<file path="config.mk">
export PLATFORM = sky130hd
export DESIGN_NAME = pwm_xfer_ctrl
export DESIGN_NICKNAME = d
export VERILOG_FILES = /design/src/rtl/xfer_pkg.sv /design/src/rtl/xfer_src_merge.sv /design/src/rtl/xfer_pattern_buf.sv /design/src/rtl/xfer_strobe_gen.sv /design/src/rtl/pwm_xfer_ctrl.sv
export SDC_FILE = /design/constraint.sdc
export NUM_CORES = 1
export LEC_CHECK = 0
export ABC_CLOCK_PERIOD_IN_PS = 1600
export BUFFER_PORTS_ARGS = -buffer_cell sky130_fd_sc_hd__buf_2
export CORE_MARGIN = 5
export CORE_UTILIZATION = 40
export DETAILED_ROUTE_END_ITERATION = 10
export GPL_TIMING_DRIVEN = 0
export RECOVER_POWER = 50
export SYNTH_ARGS = -nofsm -noshare
export SYNTH_HDL_FRONTEND = slang
export SYNTH_SLANG_ARGS = --single-unit
export TNS_END_PERCENT = 1
</file>
<file path="constraint.sdc">
create_clock -name clk -period 1.6 [get_ports clk]
set_input_delay 0.08 -clock clk [delete_from_list [all_inputs] [get_ports clk]]
set_output_delay 0.08 -clock clk [all_outputs]
set_load 0.03 [all_outputs]
</file>
<file path="src/rtl/xfer_pkg.sv">
package xfer_pkg;
  typedef enum logic {MOD_TRI = 1'b0, MOD_SAW = 1'b1} mod_e;
endpackage

</file>
<file path="src/rtl/xfer_src_merge.sv">
module xfer_src_merge #(
  parameter int NUM_PH = 3
) (
  input  logic              uflow,
  input  logic              sw_trig_wr,
  input  logic              period_wr,
  input  logic              period_trig_en,
  input  logic [NUM_PH-1:0] oneshot_fall,
  output logic              trig,
  output logic              os_any
);
  // period writes qualify only when enabled
  always_comb begin
    trig   = uflow | sw_trig_wr | (period_wr & period_trig_en);
    os_any = |oneshot_fall;
  end
endmodule

</file>
<file path="src/rtl/xfer_pattern_buf.sv">
module xfer_pattern_buf
  import xfer_pkg::*;
#(
  parameter int PAT_W   = 6,
  parameter int NUM_BUF = 2,
  localparam int SH_W   = PAT_W * NUM_BUF
) (
  input  logic               clk,
  input  logic               rst,
  input  mod_e               mode,
  input  logic               trig,
  input  logic [NUM_BUF-1:0] buf_wr,
  input  logic [PAT_W-1:0]   buf_wdata,
  output logic               copy_now,
  output logic [SH_W-1:0]    shift_q
);
  logic [SH_W-1:0] buf_flat;
  logic            pending;

  genvar g;
  generate
    for (g = 0; g < NUM_BUF; g++) begin : g_buf
      logic [PAT_W-1:0] slot;
      always_ff @(posedge clk) begin
        if (rst)            slot <= '0;
        else if (buf_wr[g]) slot <= buf_wdata;
      end
      assign buf_flat[g*PAT_W +: PAT_W] = slot;
    end
  endgenerate

  // triangular copies always, sawtooth only when refreshed
  always_comb copy_now = trig & ((mode == MOD_TRI) | pending);

  always_ff @(posedge clk) begin
    if (rst) begin
      pending <= 1'b0;
      shift_q <= '0;
    end else begin
      if (|buf_wr)       pending <= 1'b1;
      else if (copy_now) pending <= 1'b0;
      if (copy_now)      shift_q <= buf_flat;
    end
  end


  pend_set_chk: assert property (@(posedge clk) disable iff (rst)
    (|buf_wr) |=> pending);

  saw_hold_chk: assert property (@(posedge clk) disable iff (rst)
    (mode == MOD_SAW && !pending) |=> $stable(shift_q));
endmodule

</file>
<file path="src/rtl/xfer_strobe_gen.sv">
module xfer_strobe_gen
  import xfer_pkg::*;
(
  input  logic clk,
  input  logic rst,
  input  mod_e mode,
  input  logic trig,
  input  logic os_any,
  input  logic copy_now,
  output logic xfer_pulse,
  output logic dt_trig
);
  always_ff @(posedge clk) begin
    if (rst) begin
      xfer_pulse <= 1'b0;
      dt_trig    <= 1'b0;
    end else begin
      xfer_pulse <= copy_now;
      dt_trig    <= os_any | ((mode == MOD_SAW) & trig);
    end
  end


  tri_xfer_chk: assert property (@(posedge clk) disable iff (rst)
    (mode == MOD_TRI && trig) |=> xfer_pulse);

  tri_dt_quiet_chk: assert property (@(posedge clk) disable iff (rst)
    (mode == MOD_TRI && !os_any) |=> !dt_trig);

  saw_dt_chk: assert property (@(posedge clk) disable iff (rst)
    (mode == MOD_SAW && trig) |=> dt_trig);

  pulse_end_chk: assert property (@(posedge clk) disable iff (rst)
    (!trig && !os_any) |=> (!xfer_pulse && !dt_trig));
endmodule

</file>
<file path="src/rtl/pwm_xfer_ctrl.sv">
module pwm_xfer_ctrl
  import xfer_pkg::*;
#(
  parameter int PAT_W   = 6,
  parameter int NUM_BUF = 2,
  parameter int NUM_PH  = 3,
  localparam int SH_W   = PAT_W * NUM_BUF
) (
  input  logic               clk,
  input  logic               rst,
  input  logic               saw_mode,
  input  logic               period_trig_en,
  input  logic               uflow,
  input  logic               sw_trig_wr,
  input  logic               period_wr,
  input  logic [NUM_BUF-1:0] buf_wr,
  input  logic [PAT_W-1:0]   buf_wdata,
  input  logic [NUM_PH-1:0]  oneshot_fall,
  output logic               xfer_pulse,
  output logic               dt_trig,
  output logic [SH_W-1:0]    shift_q
);
  mod_e mode;
  logic trig, os_any, copy_now;

  assign mode = saw_mode ? MOD_SAW : MOD_TRI;

  xfer_src_merge #(.NUM_PH(NUM_PH)) u_merge (
    .uflow(uflow), .sw_trig_wr(sw_trig_wr), .period_wr(period_wr),
    .period_trig_en(period_trig_en), .oneshot_fall(oneshot_fall),
    .trig(trig), .os_any(os_any));

  xfer_pattern_buf #(.PAT_W(PAT_W), .NUM_BUF(NUM_BUF)) u_buf (
    .clk(clk), .rst(rst), .mode(mode), .trig(trig), .buf_wr(buf_wr),
    .buf_wdata(buf_wdata), .copy_now(copy_now), .shift_q(shift_q));

  xfer_strobe_gen u_strb (
    .clk(clk), .rst(rst), .mode(mode), .trig(trig), .os_any(os_any),
    .copy_now(copy_now), .xfer_pulse(xfer_pulse), .dt_trig(dt_trig));


  no_period_trig_chk: assert property (@(posedge clk) disable iff (rst)
    (!uflow && !sw_trig_wr && !period_trig_en) |=> !xfer_pulse);
endmodule

</file>
-- Yosys cells after proc, flatten, opt, wreduce, memory -nomap -nowiden
Cells that the tools add are included.
- bits in registers: 27
- bits in latches: 0
- memory bits (writable): 0
- memory bits (read-only): 0
- input port bits: 18
- output and inout port bits: 14
- word-level logic and storage cells: 20
- memories kept: 0
- $add $sub $neg: 0
- multipliers: 0
- div/mod/pow operators: 0
- $lt $le $gt $ge: 0
- equality and inequality tests: 0
- shifts and indexed selects: 0
- multiplexer cells: 3
- bitwise gates (word level): 8
- reductions and logical operators: 3
- operators with widths (cell ; count):
    $or 1x1->1 ; 4
    $and 1x1->1 ; 3
    $mux 1 ; 3
    $reduce_or 3->1 ; 1
    $reduce_bool 2->1 ; 1
    $reduce_or 2->1 ; 1
    $not 1->1 ; 1

-- Depth between registers and ports, before layout
- depth in word-level cells: 6
- depth in mapped cells: 4
- mapped depth without buffers: 3

-- By module
From an unflattened synthesis, not the netlist that was laid out.
- cells, all modules: 104
- area, all modules: 1094.8 sq um
- by module, submodules not included (module ; times used ; cells each ; area each (sq um) ; sequential area each (sq um)):
    xfer_pattern_buf ; 1 ; 97 ; 1024.7 ; 500.5
    xfer_strobe_gen ; 1 ; 5 ; 55.1 ; 40.0
    xfer_src_merge ; 1 ; 2 ; 15.0 ; 0.0

-- Worst setup path before layout
Ideal clock, no wire load.
- path type: register to register
- start: register u_buf.pending
- end: register u_buf.shift_q[0]
- library setup time: 0.072 ns
- data arrival time: 0.914 ns
- data required time: 1.528 ns
- slack: 0.615 ns
- stages on the path, launching flop included: 5
- buffers on the path: 1
- clock period less this slack: 0.985 ns
- path through: dfxtp_1 -> inv_1 -> a21oi_2 -> buf_6 -> mux2i_1
- word-level cells in the longest chain between the ends: 2
- ends and longest elaborated chain (item ; RTL line ; source):
    from (decl) ; xfer_pattern_buf.sv:18 ; logic pending;
    from (signal assigned) ; xfer_pattern_buf.sv:37 ; pending <= 1'b0;
    from (signal assigned) ; xfer_pattern_buf.sv:40 ; if (|buf_wr) pending <= 1'b1;
    from (signal assigned) ; xfer_pattern_buf.sv:41 ; else if (copy_now) pending <= 1'b0;
    $or 1x1->1 ; xfer_pattern_buf.sv:33 ; always_comb copy_now = trig & ((mode == MOD_TRI) | pending);
    $and 1x1->1 ; xfer_pattern_buf.sv:33 ;
    to (signal assigned) ; xfer_pattern_buf.sv:42 ; if (copy_now) shift_q <= buf_flat;
    to (decl) ; xfer_pattern_buf.sv:15 ; output logic [SH_W-1:0] shift_q
Every way passes these cells.
A chain may end at the register's enable or synchronous reset.

-- Final worst setup path
- start: input saw_mode
- end: register u_buf.shift_q[10]
- word-level cells in the longest chain between the ends: 4
- ends and longest elaborated chain (item ; RTL line ; source):
    from (decl) ; pwm_xfer_ctrl.sv:11 ; input logic saw_mode,
    $mux 1 ; pwm_xfer_ctrl.sv:26 ; assign mode = saw_mode ? MOD_SAW : MOD_TRI;
    $not 1->1 ; xfer_pattern_buf.sv:33 ;
    $or 1x1->1 ; xfer_pattern_buf.sv:33 ;
    $and 1x1->1 ; xfer_pattern_buf.sv:33 ;
Every way passes these cells.

==> metrics.md <==
| Metric | Value |
|---|---|
| Post-CTS setup buffers | `0` |
| Worst r2r src | `u_buf.pending` |
| # rows | `18` |
| Layout cell share with drive strength beyond 1 | `22.1%` |
| Remaining antenna violation count | `0` |
| Total CTS buffers | `3` |
| Antenna violations before repair | `0` |
| Reg area | `541 um2` |
| Die H | `61.8 um` |
| Worst skew pair latency | `0.33 ns` |
| Synth Net Count | `121` |
| Internal power | `between 800 and 900 uW` |
| Combinational group share of total power | `15.6%` |
| Post-synth top area share | `50.4%` |
| Final setup viols | `0` |
| Setup TNS | `0 ns` |
| Run status | `complete, no violations` |
| Die width | `61.8 um` |
| M3 GR Usage | `3.31%` |
| Sink Count | `27` |
| Core Box Area | `0.00252 mm2` |
| Final Critical Period | `1.29 ns` |
| Initial DRC Count | `9` |
| Post-route DRC | `0` |
| Antenna cells | `0` |
| Longest Clk Path Bufs | `2` |
| Met2 Use GR | `20.8%` |
| Final clock skew | `0.0149 ns` |
| Final Hold Fails | `0` |
| GR Layer Usage met1 | `~17%` |
| Filler Cell Count | `~260` |
| Setup crit end kind | `flip-flop` |
| Root buf cell | `clkbuf_4` |
| Total congestion overflow | `0` |
| Clk slew on worst S/H paths | `0.16 ns` |
| Synth area leader | `dfxtp_1` |
| Slew at the pin closest to its max-slew limit | `0.460 ns` |
| RSZ-0062 raised after global routing | `no` |
| Total power | `1.22 mW` |
| Slew headroom | `69.3%` |
| Nets@finish | `159` |
| Vias in the first global route | `around 750` |
| H-tree Lvls | `1` |
| Worst vdd ir | `~0.56 mV` |
| P_sw | `331 uW` |
| Clk pwr share | `25.0%` |
| CP required | `1.87 ns` |
| # Max-Cap Violations | `0` |
| Flops & latches, synth | `27` |
| DR vias/cell | `4.78` |
| Core Util, Final | `52.3%` |
| Startpoint Class | `input pin` |
| Hold Startpoint | `buf_wdata[1]` |
| Post-Route WL | `roughly 2200 um` |
| CTS tree | `built` |
| Multi-input gate area | `around 500 um2` |
| I/O Buffers | `28` |
| Routed len/inst | `roughly 13 um` |
| Flop pwr share | `59.4%` |
| Vias | `813` |
| Final Cycle Share | `80.5%` |
| Syn avg cell area | `approximately 10 um2` |
| CP arrival | `1.56 ns` |
| Synth-to-layout area growth | `23.0%` |
| Synth Instances | `103` |
| Post-DP HPWL | `between 1500 and 2000 um` |
| Top post-synthesis cells by area | `dfxtp_1, mux2i_1, nand2b_1` |
| Global-route wire length before repair | `3510 um` |
| I/O pin count | `32` |
| Fmax | `777 MHz` |
| Switching share of power | `approximately 27%` |
| Post-Syn Area | `0.00107 mm2` |
| TritonRoute pass-1 iters | `6` |
| Hold WS | `0.00906 ns` |
| Routability cong. | `0.716` |
| Crit Path Class | `input pin to flip-flop` |
| CP Launch Point | `saw_mode` |
| Leakage power | `0.606 nW` |
| Register area share after synthesis | `50.4%` |
| Hold Crit Class | `input pin to flip-flop` |
| CP Max Fanout | `10` |
| Largest net degree at the start of global routing | `17` |
| Unique masters post-synth | `14` |
| Max-slew violations | `0` |
| Die footprint | `between 0.003 and 0.004 mm2` |
| Pwr Density | `925 mW/mm2` |
| Synth warnings | `0` |
| GR peak layer | `met2` |
| Initial core utilization | `42.5%` |
| GRT Total Usage | `12.9%` |
worst paths after layout:
| check | slack, ns | to | cells past startpoint |
|---|---|---|---|
| worst max register to register | 0.34 | u_buf.shift_q[10] | 4 |
| worst min register to register | 0.48 | u_buf.shift_q[7] | 2 |
| worst max-delay path | 0.31 | u_buf.shift_q[10] | 5 |
| worst min-delay path | 0.009 | u_buf.g_buf[1].slot[1] | 3 |
Yosys cell counts:
| cell type | n |
|---|---|
| dfxtp_1 | 27 |
| nand2b_1 | 25 |
| mux2i_1 | 24 |
| nor2_1 | 13 |
| buf_2 | 3 |
| clkbuf_1 | 3 |
| a211oi_1 | 1 |
| a211oi_2 | 1 |
| a21oi_1 | 1 |
| a21oi_2 | 1 |
| buf_6 | 1 |
| inv_1 | 1 |
| nor2b_1 | 1 |
| nor3_1 | 1 |
state kept, by name, summed over array words and instances (netlist names):
signal and flops:
u_buf.g_buf.slot 12, u_strb.xfer_pulse 1, u_buf.pending 1, u_buf.shift_q 12, u_strb.dt_trig 1
cell families after synthesis:
family / share of synthesized area (%)
flip-flops: 50.4
AO/OA/AOI/OAI: 3.15
AND/OR/NAND/NOR: 20.2
multiplexers: 22.4
buffers and inverters: 3.85
worst max-delay path: stages:
cell	delay, ns
dlygate4sd3_1	0.53
clkbuf_1	0.10
a21oi_1	0.40
buf_6	0.25
mux2i_1	0.20
through the flow:
step                      std cells  setup slack (ns)  area [um2]
final                           170             0.312        1320
after global routing            170             0.234        1320
after CTS                       169             0.463        1320
after detailed placement        161             0.468        1250
after global placement          161             0.509        1250
after floorplan                 103             0.615        1070
power groups by stage:
stage | sequential [mW] | clock [mW] | combinational (mW)
global route | 0.729 | 0.348 | 0.209
CTS | 0.725 | 0.312 | 0.195
finish | 0.725 | 0.305 | 0.190
detailed placement | 0.740 | 0 | 0.188
global placement | 0.738 | 0 | 0.185
floorplan | 0.770 | 0 | 0.0977
final cells by class:
| type | count | share of cell area [%] |
|---|---|---|
| plain buffers | 7 | 2.75 |
| clock buffers | 3 | 1.71 |
| multi-input cells | 68 | 36.9 |
| inverters | 1 | 0.285 |
| repair buffers | 33 | 13.9 |
| clock inverters | 1 | 0.569 |
| flip-flops and latches | 27 | 41.0 |
| well taps | 30 | 2.85 |
metal layers:
| layer | vias up | share of wire, % |
|---|---|---|
| met1 | 377 | 45 |
| li1 | 406 | - |
| met2 | 25 | 46 |
| met5 | - | 0 |
| met3 | 5 | 7.0 |
| met4 | 0 | 1.7 |
cell usage in the layout (no fill, tap or decap), drive strengths merged:
cell type,netlist,final
clkinvlp,0,1
buf,4,26
mux2i,24,24
dlygate4sd3,0,5
inv,1,1
clkbuf,3,12
a21oi,2,2
dfxtp,27,27
a211oi,2,2
nor2b,1,1
nor2,13,13
nor3,1,1
nand2b,25,25
timing repair:
item                      CTS  global route
hold buffers                4             1
hold endpoints to repair    6             1
gates resized for setup     0             0
(Power assumes the default switching activity.)
